--- src/rtl/intr_sum_pkg.sv ---
package intr_sum_pkg;

  localparam int REG_W = 32;

  // Default class membership by bit position
  localparam logic [REG_W-1:0] ABN_SRC_DEF = 32'h0000_2BA0;  // 5,7,8,9,11,13
  localparam logic [REG_W-1:0] NRM_SRC_DEF = 32'h0000_0440;  // 6,10
  localparam int ABN_POS_DEF = 15;
  localparam int NRM_POS_DEF = 16;

  typedef enum logic {
    SEL_STATUS = 1'b0,
    SEL_ENABLE = 1'b1
  } regSel_t;

  typedef struct packed {
    logic             stsClr;   // clear-on-one write to status
    logic             enLoad;   // load enable register
    logic [REG_W-1:0] wrBits;   // write data, already masked
  } ctrlStrb_t;

endpackage

--- src/rtl/intr_sum_ctrl.sv ---
module intr_sum_ctrl
  import intr_sum_pkg::*;
#(
  parameter logic [REG_W-1:0] ABN_MASK = ABN_SRC_DEF,
  parameter logic [REG_W-1:0] NRM_MASK = NRM_SRC_DEF,
  parameter int               ABN_POS  = ABN_POS_DEF,
  parameter int               NRM_POS  = NRM_POS_DEF
) (
  input  logic             regWr,
  input  logic             regAddr,
  input  logic [REG_W-1:0] regWrData,
  output ctrlStrb_t        strb
);

  localparam logic [REG_W-1:0] SRC_MASK = ABN_MASK | NRM_MASK;
  localparam logic [REG_W-1:0] EN_MASK  = SRC_MASK
                                        | (REG_W'(1) << ABN_POS)
                                        | (REG_W'(1) << NRM_POS);

  regSel_t sel;

  always_comb begin
    sel         = regSel_t'(regAddr);
    strb.stsClr = regWr && (sel == SEL_STATUS);
    strb.enLoad = regWr && (sel == SEL_ENABLE);
    // summary and reserved positions never reach the status flops
    if (sel == SEL_STATUS) strb.wrBits = regWrData & SRC_MASK;
    else                   strb.wrBits = regWrData & EN_MASK;
  end

endmodule

--- src/rtl/intr_sum_dp.sv ---
module intr_sum_dp
  import intr_sum_pkg::*;
#(
  parameter logic [REG_W-1:0] ABN_MASK = ABN_SRC_DEF,
  parameter logic [REG_W-1:0] NRM_MASK = NRM_SRC_DEF,
  parameter int               ABN_POS  = ABN_POS_DEF,
  parameter int               NRM_POS  = NRM_POS_DEF
) (
  input  logic             clk,
  input  logic             rstN,
  input  ctrlStrb_t        strb,
  input  logic [REG_W-1:0] eventIn,
  input  logic             regAddr,
  output logic [REG_W-1:0] rdData,
  output logic [REG_W-1:0] stsQ,
  output logic [REG_W-1:0] enQ,
  output logic             irqOut
);

  localparam logic [REG_W-1:0] SRC_MASK = ABN_MASK | NRM_MASK;
  localparam logic [REG_W-1:0] EN_MASK  = SRC_MASK
                                        | (REG_W'(1) << ABN_POS)
                                        | (REG_W'(1) << NRM_POS);

  for (genvar i = 0; i < REG_W; i++) begin : g_bit
    // status flag: only at source positions
    if (SRC_MASK[i]) begin : g_sts
      logic flagQ;
      always_ff @(posedge clk or negedge rstN) begin
        if (!rstN)                               flagQ <= 1'b0;
        else if (eventIn[i])                     flagQ <= 1'b1;  // set wins
        else if (strb.stsClr && strb.wrBits[i])  flagQ <= 1'b0;
      end
      assign stsQ[i] = flagQ;
    end else begin : g_stsNone
      assign stsQ[i] = 1'b0;
    end

    // enable flag: sources plus the two class enables
    if (EN_MASK[i]) begin : g_en
      logic enBitQ;
      always_ff @(posedge clk or negedge rstN) begin
        if (!rstN)            enBitQ <= 1'b0;
        else if (strb.enLoad) enBitQ <= strb.wrBits[i];
      end
      assign enQ[i] = enBitQ;
    end else begin : g_enNone
      assign enQ[i] = 1'b0;
    end
  end

  logic [REG_W-1:0] armed;
  logic             abnHit;
  logic             nrmHit;
  logic [REG_W-1:0] stsView;

  always_comb begin
    armed   = stsQ & enQ;
    abnHit  = |(armed & ABN_MASK);
    nrmHit  = |(armed & NRM_MASK);
    irqOut  = (abnHit && enQ[ABN_POS]) || (nrmHit && enQ[NRM_POS]);
    stsView = stsQ;
    stsView[ABN_POS] = abnHit;
    stsView[NRM_POS] = nrmHit;
    rdData  = (regSel_t'(regAddr) == SEL_ENABLE) ? enQ : stsView;
  end

endmodule

--- src/rtl/intr_sum_top.sv ---
module intr_sum_top
  import intr_sum_pkg::*;
#(
  parameter logic [REG_W-1:0] ABN_MASK = ABN_SRC_DEF,
  parameter logic [REG_W-1:0] NRM_MASK = NRM_SRC_DEF,
  parameter int               ABN_POS  = ABN_POS_DEF,
  parameter int               NRM_POS  = NRM_POS_DEF
) (
  input  logic             clk,
  input  logic             rstN,
  input  logic             regWr,
  input  logic             regAddr,
  input  logic [REG_W-1:0] regWrData,
  input  logic [REG_W-1:0] eventIn,
  output logic [REG_W-1:0] rdData,
  output logic             irqOut
);

  ctrlStrb_t        strb;
  logic [REG_W-1:0] stsQ;
  logic [REG_W-1:0] enQ;

  intr_sum_ctrl #(
    .ABN_MASK(ABN_MASK), .NRM_MASK(NRM_MASK),
    .ABN_POS(ABN_POS),   .NRM_POS(NRM_POS)
  ) u_ctrl (
    .regWr     (regWr),
    .regAddr   (regAddr),
    .regWrData (regWrData),
    .strb      (strb)
  );

  intr_sum_dp #(
    .ABN_MASK(ABN_MASK), .NRM_MASK(NRM_MASK),
    .ABN_POS(ABN_POS),   .NRM_POS(NRM_POS)
  ) u_dp (
    .clk     (clk),
    .rstN    (rstN),
    .strb    (strb),
    .eventIn (eventIn),
    .regAddr (regAddr),
    .rdData  (rdData),
    .stsQ    (stsQ),
    .enQ     (enQ),
    .irqOut  (irqOut)
  );

endmodule

--- config.mk ---
export PLATFORM = sky130hd
export DESIGN_NAME = intr_sum_top
export DESIGN_NICKNAME = d
export VERILOG_FILES = /design/src/rtl/intr_sum_pkg.sv /design/src/rtl/intr_sum_ctrl.sv /design/src/rtl/intr_sum_dp.sv /design/src/rtl/intr_sum_top.sv
export SDC_FILE = /design/constraint.sdc
export NUM_CORES = 1
export LEC_CHECK = 0
export ABC_AREA = 1
export BUFFER_PORTS_ARGS = -buffer_cell sky130_fd_sc_hd__clkbuf_2
export CAP_MARGIN = 20
export CORE_ASPECT_RATIO = 0.9
export CORE_UTILIZATION = 33
export DETAILED_ROUTE_END_ITERATION = 16
export PLACE_DENSITY = 0.75
export SLEW_MARGIN = 10
export SYNTH_ARGS = -nofsm -noshare
export SYNTH_HDL_FRONTEND = slang
export SYNTH_SLANG_ARGS = --single-unit
export TNS_END_PERCENT = 30
--- constraint.sdc ---
create_clock -name clk -period 0.9 [get_ports clk]
set_clock_uncertainty 0.15 [all_clocks]
set_input_delay 0.135 -clock clk [delete_from_list [all_inputs] [get_ports clk]]
set_output_delay 0.135 -clock clk [all_outputs]
set_load 0.02 [all_outputs]
==> results.md, run 1 <==
* Synth Instances at roughly 140
* Power Dens Cells at 1520 nW/um^2
* Final worst-path cycle share at 168%
* Design area at ~1600 sq um
* Core area at 3110 sq um
* Die Ht at 57.0 um
* Register area share after synthesis at 40.6%
* Status: finished with violations
* Via count at just under 1000
* Min setup slack post-route at -0.610 ns
* Clock Latency Late Sink at 0.25 ns
* Antenna cells at 0
* Failing checks: negative hold slack, negative setup slack
* Layout Nets at 262
* YS warnings at 0
* TritonCTS buffer count at 3
* 1st-iter DRT viols at 18
* Fmax at 662 MHz
* Area Overhead vs Synth at 47.9%
* Worst min path class: in2reg
* DP HPWL at 1700 um
* H-Tree Depth at 1
* Hold Violations, Final at 17
* Share of layout cells above drive strength 1 at 50.3%
* VDD IR max at 0.788 mV
* Pin count of the biggest net entering global routing at 19
* Clk sinks at 18
* Clock Tree Root: clkbuf_8
* Routed len/inst at 9.98 um
* Gr usage total at between 10% and 20%
* Placer Congestion at ~0.7
* Area after DPL at 1410 sq um
* Critical Path AT at 1.23 ns
* Antenna viol nets, final at 0
* Min Tclk post-route at about 1.5 ns
* Num rows at 19
* DR pass1 iterations at 4
* Buffers on Ports at 32
* Leakage at roughly 0.93 nW
* RSZ-0062 raised after global routing: yes
* Pwr Total at 2.50 mW
* Die X at 63.1 um
* Clk buf depth at 2
* Vias in the first global route at 843
* Initial Util at 35.6%
* Hold_ws at -0.0815 ns
* Avg Cell Area, Syn at 8.15 sq um
* DR vias/cell at 4.14
* Post-Route Utilization at 52.6%
* Drt drc at 0
* Area of the die at 3600 sq um
* Final setup TNS at -4.86 ns
* Netlist cell types at 14
* IO Pins at 101
* Post-synthesis register bit count at 18
* Drt total wl at 2350 um
* Antenna violations before repair at 0
* Crit. End Element: primary output
* Critical-path maximum fanout at 2
* CTS tree: yes
* Max_cap viols at 0
* CP Launch Type: register
* Setup violators final at 15
* Final Max Tran Viols at 0
* Global route overflow at 0
* Crit path kind: reg2out
* WP data required at just over 0.6 ns
* Mapped Area at approximately 1100 sq um
* CTS clock-pin slew for the worst setup and hold paths at 0.07 ns
* First-pass GRT wire length at between 3000 and 4000 um
==> sequential cells by signal, indices dropped and copies added (netlist names) <==
signal                  flops
u_dp.g_bit.g_en.enBitQ     10
u_dp.g_bit.g_sts.flagQ      8
==> per-layer routing <==
| layer | vias to the layer above | routed length [um] | track usage (%) |
|---|---|---|---|
| li1 | 491 | - | - |
| met1 | 441 | 1050 | 16.8 |
| met2 | 37 | 1150 | 20.1 |
| met3 | 4 | 131 | 3.00 |
| met4 | 0 | 22 | 5.98 |
| met5 | - | 0 | 0 |
==> logic make-up (layout without fill, tap and decap cells) <==
logic type | after synthesis | in the layout | share of synthesized area, %
AO/OA/AOI/OAI | 25 | 25 | 15.9
buffers and inverters | 43 | 79 | 23.1
flip-flops | 18 | 18 | 40.6
multiplexers | 2 | 2 | 2.71
other | 1 | 22 | 0.338
AND/OR/NAND/NOR | 47 | 47 | 17.3
==> where the power goes <==
part / internal [mW] / switching [mW] / total [mW] / leakage (nW)
clock: 0.389 / 0.283 / 0.672 / 0.0288
combinational: 0.423 / 0.459 / 0.882 / 0.705
sequential: 0.885 / 0.0556 / 0.941 / 0.198
total: 1.70 / 0.798 / 2.50 / 0.932
==> final timing paths <==
path | from | end | slack [ns] | cells after the start
max in group asynchronous | rstN | u_dp.g_bit[10].g_sts.flagQ$_DFFE_PN0P_ | 0.11 | 2
min in group asynchronous | rstN | u_dp.g_bit[8].g_sts.flagQ$_DFFE_PN0P_ | 0.19 | 2
max reg2reg | u_dp.g_bit[16].g_en.enBitQ$_DFFE_PN0P_ | u_dp.g_bit[16].g_en.enBitQ$_DFFE_PN0P_ | -0.02 | 1
max | u_dp.g_bit[9].g_sts.flagQ$_DFFE_PN0P_ | rdData[15] | -0.61 | 7
min | eventIn[8] | u_dp.g_bit[8].g_sts.flagQ$_DFFE_PN0P_ | -0.08 | 2
min reg2reg | u_dp.g_bit[15].g_en.enBitQ$_DFFE_PN0P_ | u_dp.g_bit[15].g_en.enBitQ$_DFFE_PN0P_ | 0.41 | 1
==> Yosys cell counts <==
| master | n | area share, % |
|---|---|---|
| a31oi_1 | 1 | 0.56 |
| buf_2 | 1 | 0.45 |
| buf_4 | 23 | 16 |
| buf_6 | 1 | 1.0 |
| conb_1 | 1 | 0.34 |
| dfrtp_1 | 18 | 41 |
| inv_1 | 18 | 6.1 |
| mux2_4 | 2 | 2.7 |
| nand2_1 | 35 | 12 |
| nand2_4 | 2 | 2.0 |
| nor2_1 | 10 | 3.4 |
| o21ai_0 | 8 | 3.6 |
| o21ai_2 | 8 | 6.3 |
| o21bai_1 | 8 | 5.4 |
==> worst max-delay path, stage by stage, from the launching register on <==
cell and delay (ns):
dfrtp_1 0.39, nand2_1 0.07, nand2_1 0.05, nor2_1 0.09
nand2_1 0.10, nand2_1 0.09, nand2_2 0.05, buf_6 0.12
==> through the flow <==
step,cells,setup WS (ns),hold WS [ns]
detailed placement,229,-0.333,-0.0381
CTS,234,-0.619,-0.0806
floorplan,157,-0.146,-0.311
global route,235,-0.723,-0.0794
finish,235,-0.610,-0.0815
global placement,229,-0.322,-0.0493
==> cells in the final DEF, fill, tap and decap left out, types with 3 or more instances in the layout <==
cell      Yosys  final
dfrtp_1      18     18
nand2_1      35     23
buf_4        23     16
inv_1        18     11
o21bai_1      8      8
nand2_2       0     11
nor2_1       10      9
clkbuf_8      0      4
o21ai_2       8     13
conb_1        1     22
buf_6         1     17
o21ai_1       0      3
clkbuf_2      0     19
inv_2         0      7
nand2_4       2      3
==> cell type report <==
| type | instances | area [sq um] |
|---|---|---|
| multi-input combinational | 96 | 552 |
| fill | 318 | 1480 |
| sequential | 18 | 450 |
| inverter | 18 | 67.6 |
| tap | 42 | 52.6 |
| clock buffer | 4 | 55.1 |
| timing repair buffer | 57 | 462 |
==> timing repair <==
| item | 4_1_cts | 5_1_grt |
|---|---|---|
| hold buffers | 1 | 1 |
| gates resized for setup | 7 | 60 |
| pin swaps | 1 | 15 |
| setup endpoints to repair | 13 | 46 |
| setup buffers | 0 | 2 |
| hold endpoints to repair | 36 | 16 |
Power figures use the tool's default switching activity.
==> run 2, diff against run 1 <==
--- a/config.mk
+++ b/config.mk
@@ -10,6 +10,7 @@
 export CAP_MARGIN = 20
 export CORE_ASPECT_RATIO = 0.9
 export CORE_UTILIZATION = 33
+export CTS_BUF_LIST = sky130_fd_sc_hd__clkbuf_16
 export DETAILED_ROUTE_END_ITERATION = 16
 export PLACE_DENSITY = 0.75
 export SLEW_MARGIN = 10
==> run 2 against run 1 <==
The run still ends with negative hold slack, negative setup slack left; global-route usage up 0.60 points; non-clock buffer count decreased by 1; register-to-register slack about the same; largest cell class unchanged; via count is 3.0% lower; wire length fell by 1.4%.
==> results.md, run 2 (synthesis results as in run 1) <==
* Placer Congestion at around 0.70
* Clk sinks at 18
* Critical Path AT at 1.21 ns
* Max reg flops at 10
* IO Pins at between 100 and 150
* Final worst-path cycle share at 166%
* Area Overhead vs Synth at 49.7%
* Clk buf depth at 2
* Worst path cell trace: nand2_1, nand2_1, nor2_1, nand2_1, nand2_1, nand2_2, buf_6
* Gr usage total at between 10% and 20%
* RSZ-0062 raised after global routing: yes
* Post-Route Utilization at 53.3%
* Power Dens Cells at 1640 nW/um^2
* Reg area at 450 sq um
* 1st-iter DRT viols at 27
* CTS clock-pin slew for the worst setup and hold paths at 0.06 ns
* Drt total wl at 2310 um
* Commonest non-fill, non-tap cell in the layout: nand2_1
* Failing checks: negative hold slack, negative setup slack
* CP peak stage delay at 0.39 ns
* Final Max Tran Viols at 0
* Area of the die at around 3600 sq um
* Top reg by flops: u_dp.g_bit.g_en.enBitQ
* Max_cap viols at 0
* Via count at 944
* Crit. End Element: primary output
* Hold path startpoint: eventIn[13]
* Die X at 63.1 um
* Crit path kind: reg2out
* Vias in the first global route at 840
* TritonCTS buffer count at 3
* Num rows at 19
* VDD IR max at 0.923 mV
* Reg2reg start: u_dp.g_bit[16].g_en.enBitQ$_DFFE_PN0P_
* Final setup TNS at -4.70 ns
* Initial Util at 35.6%
* Hold_ws at -0.0734 ns
* Pin count of the biggest net entering global routing at 19
* CP endpoint: rdData[15]
* DR pass1 iterations at 4
* Clock Tree Root: clkbuf_16
* Antenna cells at 0
* DP HPWL at 1700 um
* Most frequent cells in the layout: nand2_1 (23), conb_1 (22), clkbuf_2 (19)
* Slowest cell on the critical path: dfrtp_1
* Filler cells at about 320
* Antenna violations before repair at 0
* Reg2reg setup slack at -0.02 ns
* Critical-path maximum fanout at 2
* Setup violators final at 13
* Multi-input gate area in the final layout at 552 sq um
* Worst r2r path cells at 1
* CTS tree: yes
* Drt drc at 0
* Core area at 3110 sq um
* Reg2reg end: u_dp.g_bit[16].g_en.enBitQ$_DFFE_PN0P_
* Critical path origin: u_dp.g_bit[9].g_sts.flagQ$_DFFE_PN0P_
* Antenna viol nets, final at 0
* Status: finished with violations
* Min Tclk post-route at between 1 and 1.5 ns
* Buffers on Ports at 32
* Die Ht at roughly 57 um
* CP dominant cell by count: nand2_1
* Fmax at 670 MHz
* Routed len/inst at 9.88 um
* Share of layout cells above drive strength 1 at 50.0%
* Hold Violations, Final at 17
* WP data required at about 0.6 ns
* CP Buf/Inv Count at 1
* Min setup slack post-route at -0.594 ns
* Clock Latency Late Sink at 0.25 ns
* Post-CTS Hold Fix Bufs at 1
* Layout Nets at 261
* CP top delay family: simple AND/OR/NAND/NOR gates
* Worst min path class: in2reg
* Leakage at ~0.94 nW
* CP Launch Type: register
* DR vias/cell at between 4 and 5
* Global route overflow at 0
* H-Tree Depth at 1
* First-pass GRT wire length at 3650 um
* Biggest regs: u_dp.g_bit.g_en.enBitQ (10), u_dp.g_bit.g_sts.flagQ (8)
* Crit path depth at 7
==> run 2: cell count changes in the layout (fill, tap and decap cells not counted) <==
cell / delta
clkbuf_8: -4
buf_6: +1
buf_4: -1
dlygate4sd3_1: -1
buf_2: -1
clkinv_1: +1
clkbuf_16: +3
clkbuf_4: +1
==> run 2: final cells by class <==
type | count | area share [%]
repair buffers | 56 | 27.6
flip-flops and latches | 18 | 27.1
clock inverters | 1 | 0.226
clock buffers | 3 | 4.52
multi-input cells | 96 | 33.3
well taps | 42 | 3.17
inverters | 18 | 4.07
==> run 2: worst min path at each step <==
| stage | endpoint | slack (ns) | cells past startpoint |
|---|---|---|---|
| finish | u_dp.g_bit[13].g_sts.flagQ$_DFFE_PN0P_ | -0.07 | 2 |
| global route | u_dp.g_bit[11].g_sts.flagQ$_DFFE_PN0P_ | -0.07 | 2 |
| CTS | u_dp.g_bit[13].g_sts.flagQ$_DFFE_PN0P_ | -0.07 | 2 |
| detailed placement | u_dp.g_bit[8].g_sts.flagQ$_DFFE_PN0P_ | -0.04 | 1 |
| global placement | u_dp.g_bit[8].g_en.enBitQ$_DFFE_PN0P_ | -0.05 | 1 |
| floorplan | u_dp.g_bit[10].g_en.enBitQ$_DFFE_PN0P_ | -0.31 | 0 |
==> run 2: per-layer routing <==
metal,global-route usage (%),part of all wire (%),vias to the layer above
met5,0,0,-
li1,-,-,487
met4,7.97,1.8,0
met1,17.5,45,419
met3,3.40,5.4,4
met2,20.1,48,34
==> run 2: per-stage QoR <==
| stage | hold slack (ns) | worst slack (ns) | instance area (sq um) | power (mW) | std cells |
|---|---|---|---|---|---|
| 3_5_place_dp | -0.0381 | -0.333 | 1410 | 1.65 | 229 |
| 2_1_floorplan | -0.311 | -0.146 | 1220 | 1.45 | 157 |
| 5_1_grt | -0.0730 | -0.723 | 1660 | 2.86 | 234 |
| 6_report | -0.0734 | -0.594 | 1660 | 2.73 | 234 |
| 4_1_cts | -0.0722 | -0.620 | 1520 | 2.59 | 234 |
| 3_3_place_gp | -0.0493 | -0.322 | 1410 | 1.64 | 229 |
==> run 2: power breakdown <==
group	switching (mW)	internal (mW)
clock	0.314	0.591
combinational	0.456	0.423
sequential	0.0549	0.887
total	0.825	1.90
==> run 2: what timing repair did <==
action,in CTS,in global routing
buffers inserted,0,2
resized for setup,7,62
setup endpoints to repair,13,45
pin swaps,1,14
hold endpoints to repair,36,12
==> run 3, diff against run 2 <==
--- a/config.mk
+++ b/config.mk
@@ -12,7 +12,7 @@
 export CORE_UTILIZATION = 33
 export CTS_BUF_LIST = sky130_fd_sc_hd__clkbuf_16
 export DETAILED_ROUTE_END_ITERATION = 16
-export PLACE_DENSITY = 0.75
+export PLACE_DENSITY_LB_ADDON = 0.25
 export SLEW_MARGIN = 10
 export SYNTH_ARGS = -nofsm -noshare
 export SYNTH_HDL_FRONTEND = slang
==> run 3 against run 2 <==
The flow still finishes with violations (negative hold slack, negative setup slack); global-route usage fell by 0.33 points; register-to-register slack got worse by 0.07 ns; non-clock buffer count did not move; via count rose by 1.1%; maximum frequency rose by 1.0%; clock power fell by 3.0%; critical endpoint is now irqOut.
==> results.md, run 3 (synthesis results as in run 1) <==
* CTS tree: yes
* Biggest regs: u_dp.g_bit.g_en.enBitQ (10), u_dp.g_bit.g_sts.flagQ (8)
* Pin count of the biggest net entering global routing at 19
* Most frequent cells in the layout: conb_1 (22), nand2_1 (19), clkbuf_2 (19)
* WP data required at 0.61 ns
* Status: finished with violations
* CP peak stage delay at roughly 0.37 ns
* Fmax at 676 MHz
* RSZ-0062 raised after global routing: yes
* Die X at 63.1 um
* Crit path kind: reg2out
* CP dominant cell by count: nand2_1
* Max_cap viols at 0
* Min Tclk post-route at ~1.5 ns
* Critical path origin: u_dp.g_bit[8].g_sts.flagQ$_DFFE_PN0P_
* Clock Latency Late Sink at between 0.2 and 0.3 ns
* Antenna violations before repair at 0
* Vias in the first global route at 793
* Top reg by flops: u_dp.g_bit.g_en.enBitQ
* Antenna viol nets, final at 0
* Max reg flops at 10
* Drt drc at 0
* DR pass1 iterations at 2
* Slowest cell on the critical path: dfrtp_1
* Multi-input gate area in the final layout at 558 sq um
* Die Ht at approximately 57 um
* Hold Violations, Final at 17
* Clk buf depth at 2
* Worst min path class: in2reg
* CTS clock-pin slew for the worst setup and hold paths at ~0.050 ns
* Design area at 1680 sq um
* Power Dens Cells at 1620 nW/um^2
* IO Pins at 101
* Final Max Tran Viols at 0
* Post-CTS Hold Fix Bufs at 1
* CP Launch Type: register
* Area Overhead vs Synth at 51.5%
* VDD IR max at 1.25 mV
* Critical Path AT at 1.19 ns
* Placer Congestion at 0.713
* Initial Util at 35.6%
* Min setup slack post-route at -0.579 ns
* Antenna cells at 0
* Num rows at 19
* First-pass GRT wire length at 3560 um
* Reg2reg setup slack at -0.09 ns
* Clock Tree Root: clkbuf_16
* Worst r2r path cells at 4
* Core area at 3110 sq um
* Layout Nets at approximately 260
* Crit. End Element: primary output
* H-Tree Depth at 1
* DR vias/cell at 4.08
* Buffers on Ports at 32
* Final setup TNS at -4.87 ns
* Reg2reg start: u_dp.g_bit[6].g_en.enBitQ$_DFFE_PN0P_
* Reg2reg end: u_dp.g_bit[6].g_en.enBitQ$_DFFE_PN0P_
* Clk sinks at 18
* Commonest non-fill, non-tap cell in the layout: conb_1
* Gr usage total at 13.1%
* CP endpoint: irqOut
* Area of the die at 3600 sq um
* Routed len/inst at 9.78 um
* Reg area at 450 sq um
* Hold path startpoint: eventIn[5]
* Final worst-path cycle share at 164%
* Hold_ws at -0.0720 ns
* Filler cells at 296
* Share of layout cells above drive strength 1 at 51.6%
* Global route overflow at 0
* Post-Route Utilization at 53.9%
* Setup violators final at 18
* TritonCTS buffer count at 3
* Drt total wl at 2290 um
* DP HPWL at 1720 um
* Area after DPL at 1390 sq um
* 1st-iter DRT viols at 7
* Via count at 954
* Leakage at 0.948 nW
* Worst path cell trace: nand2_1, nand2_1, nor2_1, nand2_1, nand2_1, nand2_2, buf_8
* Critical-path maximum fanout at 2
* Failing checks: negative hold slack, negative setup slack
run 3: area by class of cell:
class	count	share of cell area [%]
clock buffer	3	4.47
clock inverter	1	0.224
inverter	18	4.02
multi-input combinational	96	33.2
sequential	18	26.8
tap	42	3.13
timing repair buffer	56	28.1
run 3: report_power, final:
| group | switching [mW] | internal, mW | leakage [nW] |
|---|---|---|---|
| clock network | 0.288 | 0.590 | 0.0385 |
| logic | 0.463 | 0.440 | 0.712 |
| registers | 0.0529 | 0.887 | 0.198 |
| total | 0.805 | 1.92 | 0.948 |
run 3: layer usage:
| metal | wire [um] | global-route usage (%) | up-vias | part of all wire [%] |
|---|---|---|---|---|
| met3 | 132 | 3.00 | 2 | 5.8 |
| met4 | 14 | 3.99 | 0 | 0.61 |
| li1 | - | - | 489 | - |
| met2 | 1120 | 21.7 | 43 | 49 |
| met5 | 0 | 0 | - | 0 |
| met1 | 1020 | 17.1 | 420 | 45 |
run 3: repair_timing:
action,in CTS,in global routing
pin swaps,4,7
gates resized for setup,17,49
endpoints found under the setup margin,17,42
setup buffers,1,4
hold endpoints to repair,35,11
run 3: worst min path at each step:
stage | to | slack, ns | cells after the start
floorplan | u_dp.g_bit[10].g_en.enBitQ$_DFFE_PN0P_ | -0.31 | 0
global placement | u_dp.g_bit[7].g_sts.flagQ$_DFFE_PN0P_ | -0.05 | 1
detailed placement | u_dp.g_bit[5].g_sts.flagQ$_DFFE_PN0P_ | -0.05 | 1
CTS | u_dp.g_bit[5].g_sts.flagQ$_DFFE_PN0P_ | -0.07 | 2
global route | u_dp.g_bit[5].g_sts.flagQ$_DFFE_PN0P_ | -0.05 | 2
finish | u_dp.g_bit[5].g_sts.flagQ$_DFFE_PN0P_ | -0.07 | 2
run 3: worst max-delay path, delay by kind of cell, from the launching register on:
family / cells / cell delay [ns]
simple gates: 6 / 0.47
buf+inv: 1 / 0.12
flops: 1 / 0.37
run 3: stage by stage:
step | power (mW) | cells | setup slack (ns)
4_1_cts | 2.60 | 231 | -0.572
6_report | 2.72 | 234 | -0.579
5_1_grt | 2.85 | 234 | -0.653
3_3_place_gp | 1.63 | 225 | -0.290
3_5_place_dp | 1.64 | 225 | -0.305
2_1_floorplan | 1.45 | 157 | -0.146
